[config.mk]
export PLATFORM = sky130hd
export DESIGN_NAME = irq_pend_unit
export DESIGN_NICKNAME = d
export VERILOG_FILES = /design/src/rtl/irq_pend_pkg.sv /design/src/rtl/irq_level_edge.sv /design/src/rtl/irq_line_slice.sv /design/src/rtl/irq_wake_ctl.sv /design/src/rtl/irq_pend_unit.sv
export SDC_FILE = /design/constraint.sdc
export NUM_CORES = 1
export LEC_CHECK = 0
export ABC_AREA = 1
export BUFFER_PORTS_ARGS = -buffer_cell sky130_fd_sc_hd__buf_2
export CELL_PAD_IN_SITES_DETAIL_PLACEMENT = 1
export CELL_PAD_IN_SITES_GLOBAL_PLACEMENT = 2
export CORE_MARGIN = 2
export CORE_UTILIZATION = 26
export DETAILED_ROUTE_END_ITERATION = 6
export PLACE_DENSITY_LB_ADDON = 0.2
export SKIP_LAST_GASP = 1
export SYNTH_ARGS = -nofsm -noshare
export SYNTH_HDL_FRONTEND = slang
export SYNTH_HIERARCHICAL = 1
export SYNTH_SLANG_ARGS = --single-unit
export TNS_END_PERCENT = 50
[constraint.sdc]
create_clock -name clk -period 1.7 [get_ports clk]
set_input_delay 0.255 -clock clk [delete_from_list [all_inputs] [get_ports clk]]
set_output_delay 0.255 -clock clk [all_outputs]
set_load 0.05 [all_outputs]
[src/rtl/irq_pend_pkg.sv]
package irq_pend_pkg;
  localparam int MAX_LINES = 64;

  typedef struct packed {
    logic set_evt;   // hardware event or re-evaluate hit
    logic en;
    logic dis;
    logic clr;
    logic clr_en;    // clear enabled lines only
    logic clr_all;
  } line_ctl_t;
endpackage

[src/rtl/irq_level_edge.sv]
module irq_level_edge #(
  parameter int NUM_LINES = 16
) (
  input  logic                 clk,
  input  logic                 rst,
  input  logic [NUM_LINES-1:0] lvl_in,
  output logic [NUM_LINES-1:0] rise_o
);
  logic [NUM_LINES-1:0] lvl_d;

  always_ff @(posedge clk) begin
    if (rst) lvl_d <= '0;
    else     lvl_d <= lvl_in;
  end

  assign rise_o = lvl_in & ~lvl_d;

  // a line cannot show a new edge on two consecutive cycles
  p_single_edge_r3: assert property (@(posedge clk) disable iff (rst)
    (rise_o != '0) |=> ((rise_o & $past(rise_o)) == '0));
endmodule

[src/rtl/irq_line_slice.sv]
module irq_line_slice
  import irq_pend_pkg::*;
(
  input  logic      clk,
  input  logic      rst,
  input  line_ctl_t ctl,
  output logic      raw_q,
  output logic      act_q,
  output logic      mask_q,
  output logic      en_hit
);
  logic mask_n, raw_set, kill_raw, kill_act, en_ok;

  always_comb begin
    en_ok    = ctl.en & ~ctl.dis;
    mask_n   = (mask_q | ctl.en) & ~ctl.dis;
    raw_set  = raw_q | ctl.set_evt;
    kill_raw = ctl.clr | ctl.clr_all | (ctl.clr_en & mask_q);
    kill_act = ctl.clr | ctl.clr_all | ctl.clr_en;
    en_hit   = en_ok & raw_set & ~kill_act;
  end

  always_ff @(posedge clk) begin
    if (rst) begin
      raw_q  <= 1'b0;
      act_q  <= 1'b0;
      mask_q <= 1'b0;
    end else begin
      mask_q <= mask_n;
      raw_q  <= raw_set & ~kill_raw;
      act_q  <= (act_q | (raw_set & en_ok) | (ctl.set_evt & mask_n)) & ~kill_act;
    end
  end

  p_pulse_raw_r1: assert property (@(posedge clk) disable iff (rst)
    (ctl.set_evt && !ctl.clr && !ctl.clr_all && !(ctl.clr_en && mask_q)) |=> raw_q);
  p_masked_quiet_r1: assert property (@(posedge clk) disable iff (rst)
    (!act_q && !mask_q && !ctl.en) |=> !act_q);
  p_enable_pending_r2: assert property (@(posedge clk) disable iff (rst)
    (ctl.en && !ctl.dis && raw_q && !ctl.clr && !ctl.clr_all && !ctl.clr_en) |=> act_q);
  p_clear_line_r5: assert property (@(posedge clk) disable iff (rst)
    ctl.clr |=> (!raw_q && !act_q));
  p_clear_wins_r10: assert property (@(posedge clk) disable iff (rst)
    (ctl.clr && ctl.set_evt) |=> !raw_q);
  p_disable_wins_r10: assert property (@(posedge clk) disable iff (rst)
    ctl.dis |=> !mask_q);
  p_clr_en_act_r6: assert property (@(posedge clk) disable iff (rst)
    ctl.clr_en |=> !act_q);
  p_clr_en_keep_r6: assert property (@(posedge clk) disable iff (rst)
    (ctl.clr_en && !mask_q && raw_q && !ctl.clr && !ctl.clr_all) |=> raw_q);
endmodule

[src/rtl/irq_wake_ctl.sv]
module irq_wake_ctl (
  input  logic clk,
  input  logic rst,
  input  logic lock_q,
  input  logic hw_any,
  input  logic hard_evt,
  input  logic en_hit_any,
  input  logic unlock,
  input  logic act_any,
  output logic wake_q
);
  logic wake_n;

  always_comb
    wake_n = hard_evt | (~lock_q & (hw_any | en_hit_any)) | (unlock & act_any);

  always_ff @(posedge clk) begin
    if (rst) wake_q <= 1'b0;
    else     wake_q <= wake_n;
  end

  p_lock_silent_r7: assert property (@(posedge clk) disable iff (rst)
    (lock_q && !hard_evt && !unlock) |=> !wake_q);
  p_unlock_wake_r7: assert property (@(posedge clk) disable iff (rst)
    (unlock && act_any) |=> wake_q);
  p_hw_wake_r8: assert property (@(posedge clk) disable iff (rst)
    (!lock_q && hw_any) |=> wake_q);
  p_hard_bypass_r9: assert property (@(posedge clk) disable iff (rst)
    hard_evt |=> wake_q);
endmodule

[src/rtl/irq_pend_unit.sv]
module irq_pend_unit
  import irq_pend_pkg::*;
#(
  parameter int NUM_LINES = 16,
  parameter int IDX_W     = $clog2(NUM_LINES)
) (
  input  logic                 clk,
  input  logic                 rst,
  input  logic [NUM_LINES-1:0] evt_pulse,
  input  logic [NUM_LINES-1:0] lvl_in,
  input  logic                 hard_evt,
  input  logic                 en_stb,
  input  logic [IDX_W-1:0]     en_idx,
  input  logic                 dis_stb,
  input  logic [IDX_W-1:0]     dis_idx,
  input  logic                 clr_stb,
  input  logic [IDX_W-1:0]     clr_idx,
  input  logic                 clr_all,
  input  logic                 clr_enabled,
  input  logic                 reeval_stb,
  input  logic [IDX_W-1:0]     reeval_idx,
  input  logic                 lock_stb,
  input  logic                 lock_val,
  output logic [NUM_LINES-1:0] raw_pend,
  output logic [NUM_LINES-1:0] act_pend,
  output logic [NUM_LINES-1:0] mask_o,
  output logic                 wake,
  output logic                 lock_o,
  output logic                 lock_prev
);
  localparam int LINES_OK = (NUM_LINES <= MAX_LINES) ? 1 : 0;

  logic [NUM_LINES-1:0] rise, hw_vec, en_hit;
  logic                 lock_q, prev_q, unlock;

  irq_level_edge #(.NUM_LINES(NUM_LINES)) u_edge (
    .clk(clk), .rst(rst), .lvl_in(lvl_in), .rise_o(rise)
  );

  assign hw_vec = evt_pulse | rise;

  for (genvar i = 0; i < NUM_LINES; i++) begin : g_line
    line_ctl_t ctl;
    always_comb begin
      ctl.set_evt = hw_vec[i] | (reeval_stb && reeval_idx == IDX_W'(i) && lvl_in[i]);
      ctl.en      = en_stb  && en_idx  == IDX_W'(i);
      ctl.dis     = dis_stb && dis_idx == IDX_W'(i);
      ctl.clr     = clr_stb && clr_idx == IDX_W'(i);
      ctl.clr_en  = clr_enabled;
      ctl.clr_all = clr_all;
    end
    irq_line_slice u_slice (
      .clk(clk), .rst(rst), .ctl(ctl),
      .raw_q(raw_pend[i]), .act_q(act_pend[i]), .mask_q(mask_o[i]),
      .en_hit(en_hit[i])
    );
  end

  assign unlock = lock_stb & ~lock_val & lock_q;

  always_ff @(posedge clk) begin
    if (rst) begin
      lock_q <= 1'b0;
      prev_q <= 1'b0;
    end else if (lock_stb) begin
      lock_q <= lock_val;
      prev_q <= lock_q;
    end
  end

  irq_wake_ctl u_wake (
    .clk(clk), .rst(rst), .lock_q(lock_q), .hw_any(|hw_vec),
    .hard_evt(hard_evt), .en_hit_any(|en_hit), .unlock(unlock),
    .act_any(|act_pend), .wake_q(wake)
  );

  assign lock_o    = lock_q;
  assign lock_prev = prev_q;

  initial p_width_ok_r12: assert (LINES_OK == 1);

  p_lock_prev_r11: assert property (@(posedge clk) disable iff (rst)
    lock_stb |=> (lock_prev == $past(lock_q)));
  p_lock_write_r11: assert property (@(posedge clk) disable iff (rst)
    lock_stb |=> (lock_o == $past(lock_val)));
  p_level_held_r3: assert property (@(posedge clk) disable iff (rst)
    (clr_all && !(|evt_pulse) && !reeval_stb) |=> ((raw_pend & ~$past(rise)) == '0));
endmodule

==> results.cfg <==
[placement]
place_area_mm2 = 0.00557
dp_cells = 1085
io_buffers = 109
dp_hpwl_mm = 12.6
routabilityCongestion = 0.809

[die]
die_w_um = 128
die_y_um = 128
io_pins = 110
rows = 45
die_area_mm2 = 0.0164
core_area_mm2 = 0.0151
start_util = 0.264

[drt]
wire_per_inst_um = 14.1
wirelength_mm = 15.8
routed_via_density = 4.37
dr_total_vias = 4872
ant_nets = 0
drtPass1Iterations = 4
drc = 0
drt_iter0_markers = 168

[clock_network]
cts_buffer_depth = 2
cts.htree.levels = 3
clk_pin_slew_ns = 0.05
root_buffer = clkbuf_16
cts.sinks = 67
cts_buffers = 9
tritoncts = built
ctsHoldBuffers = 0
clk_latency_ns = 0.35

[synth]
synth_flop_cell = dfxtp_1
async_flop_share = 0
synth.most_common_cell = nor2_1
syn_area_mm2 = 0.00400
synth_warnings = 6
synth_edf_count = 0
yosysTopAreaCell = dfxtp_1
synthesis.nets = 745
yosysSeqAreaShare = 0.335
synthTopCellsByCount = 205 x nor2_1, 145 x nand2_1, 124 x inv_1
synth_area_per_cell_um2 = 5.83
syn_inst = 686
synth_cell_type_count = 21
synth_seq_cells = 67
synth_area_leaders = dfxtp_1 34%, nor2_1 19%, nand2_1 14%
synth_top_area_share = 0.335

[worst_setup_path]
crit_slowest_cell = dfxtp_1
worstSetupEndpointType = flip-flop
cp.required_ns = 1.92
cpPeakStageDelay_ns = 0.30
arrival_ns = 1.93
critPathBufInv = 2
worstPathCellList = nor2_1, inv_1, nand2_1, o21bai_4, inv_2, nand2_2, nand2_2, nor2_1, nor2_1, nand2_1, nor2_1, nand2_1, nor2_1, nor2_1, nor2_1, nor2_1
startpoint_type = flip-flop
crit_fanout = 2
crit_type = flip-flop to flip-flop
cp_top_family = simple AND/OR/NAND/NOR gates
ff2ff_setup_slack_ns = -0.007
path_common_cell = nor2_1

[sta]
fin_ws_ns = -0.00731
slew_violations = 0
fin_crit_sh = 1.00
fin_skew_ns = 0.00604
period_needed_ns = 1.71
setup_viol = 1
slew_headroom = 0.725
finalHoldViolations = 0
rsz0062_at_grt = yes
worst_pin_slew_ns = 0.409
fmax_ghz = 0.586

[layout]
drive_gt1_frac = 0.356
instances_no_fill = 1115
finalInstanceArea_mm2 = 0.00613
layout.nets = 982
syn_to_final_growth_pct = 53.2
diodes = 0

[global_route]
grt_pass1_vias = 5012
grt_pass1_wl_mm = 25.0
antenna_found_initial = 0
grt_start_max_net_pins = 68
grt.overflow.total = 0
grt_usage = 0.198

[outcome]
violations = setup timing
status = finished with violations

[worst_hold_path]
hold_path_class = input pin to flip-flop

[flow_run]
cap_viol_max_count = 0

[power]
vdd.ir_drop.worst_v = 0.000459
pwr_density_cell_mw_per_mm2 = 757
total_leakage_power_nw = 3.26
==> flip-flops by register name, summed over array words and instances, names as in the netlist <==
name                   flops
u_wake/wake_q              1
g_line.u_slice/act_q      16
lock_o                     1
g_line.u_slice/raw_q      16
g_line.u_slice/mask_q     16
u_edge/lvl_d              16
lock_prev                  1
==> worst reg2reg max path, cell delays in order, from the launching register on <==
cell and delay [ns]:
dfxtp_1 0.30, nor2_1 0.04, inv_1 0.04, nand2_1 0.06, o21bai_4 0.18, inv_2 0.07, nand2_2 0.06, nand2_2 0.08
nor2_1 0.05, nor2_1 0.13, nand2_1 0.10, nor2_1 0.11, nand2_1 0.06, nor2_1 0.11, nor2_1 0.05, nor2_1 0.10
nor2_1 0.04
==> metrics by stage <==
| step | total power, mW | TNS (ns) | util | worst slack (ns) | hold WS (ns) |
|---|---|---|---|---|---|
| 4_1_cts | 4.65 | 0 | 0.392 | 0.000821 | 0.157 |
| 3_3_place_gp | 2.59 | -0.440 | 0.368 | -0.440 | 0.449 |
| 6_report | 4.64 | -0.00731 | 0.405 | -0.00731 | 0.161 |
| 2_1_floorplan | 2.15 | 0 | - | 0.241 | 0.324 |
| 5_1_grt | 4.87 | -0.258 | 0.405 | -0.258 | 0.173 |
| 3_5_place_dp | 2.61 | -0.497 | 0.368 | -0.461 | 0.478 |
==> cell families after synthesis <==
kind of cell | Yosys count | synth area share
and+or+nand+nor | 447 | 0.470
DFF | 67 | 0.335
buffers and inverters | 142 | 0.139
AOI/OAI and AO/OA | 30 | 0.0553
==> timing repair <==
action	4_1_cts	5_1_grt
pin swaps	4	19
buffers inserted	2	13
gates resized for setup	8	36
setup endpoints to repair	1	1
==> routing by layer <==
layer / GRT usage / wire [um]
met1: 0.256 / 7390
met2: 0.337 / 7700
met3: 0.0271 / 478
met4: 0.0718 / 200
met5: 0 / 0
==> cell type report <==
type / instances / area [um2]
Inverter: 139 / 522
Sequential cell: 67 / 1350
Clock buffer: 14 / 284
Clock inverter: 1 / 30.0
Multi-Input combinational cell: 477 / 2230
Fill cell: 2037 / 9010
Timing Repair Buffer: 229 / 1480
Tap cell: 188 / 235
==> worst paths after layout <==
path                   startpoint         endpoint  cells past startpoint
hold reg to reg         lock_prev        lock_prev                      2
setup reg to reg  u_edge/lvl_d[2]    u_wake/wake_q                     16
hold / removal          lvl_in[0]  u_edge/lvl_d[0]                      3
setup / recovery  u_edge/lvl_d[2]    u_wake/wake_q                     16
==> where the power goes <==
part	internal (mW)	leakage, nW	switching (mW)
Sequential	1.63	0.550	0.0309
Clock	1.29	0.155	0.721
Combinational	0.384	2.55	0.585
==> cell usage in the layout, fill, tap and decap left out <==
cell type  count
dfxtp_1       64
o21bai_1      18
or2_0         16
nand2_1      126
nand3_1       27
inv_2         21
nor2_1       202
buf_2        109
nor3_2         1
clkinv_1       2
nand4_1        5
nand3_2        2
bufinv_16      1
nor2_2        30
buf_4        117
o21bai_4       6
buf_12         3
nor2_4         2
clkbuf_8       4
a21oi_1        2
dfxtp_2        3
clkbuf_1       1
o21ai_2        3
clkbuf_16      9
inv_1        116
nor3_1        17
nand2_2       19
o21ai_1        1
No activity file was read; power rests on OpenSTA's default activity.
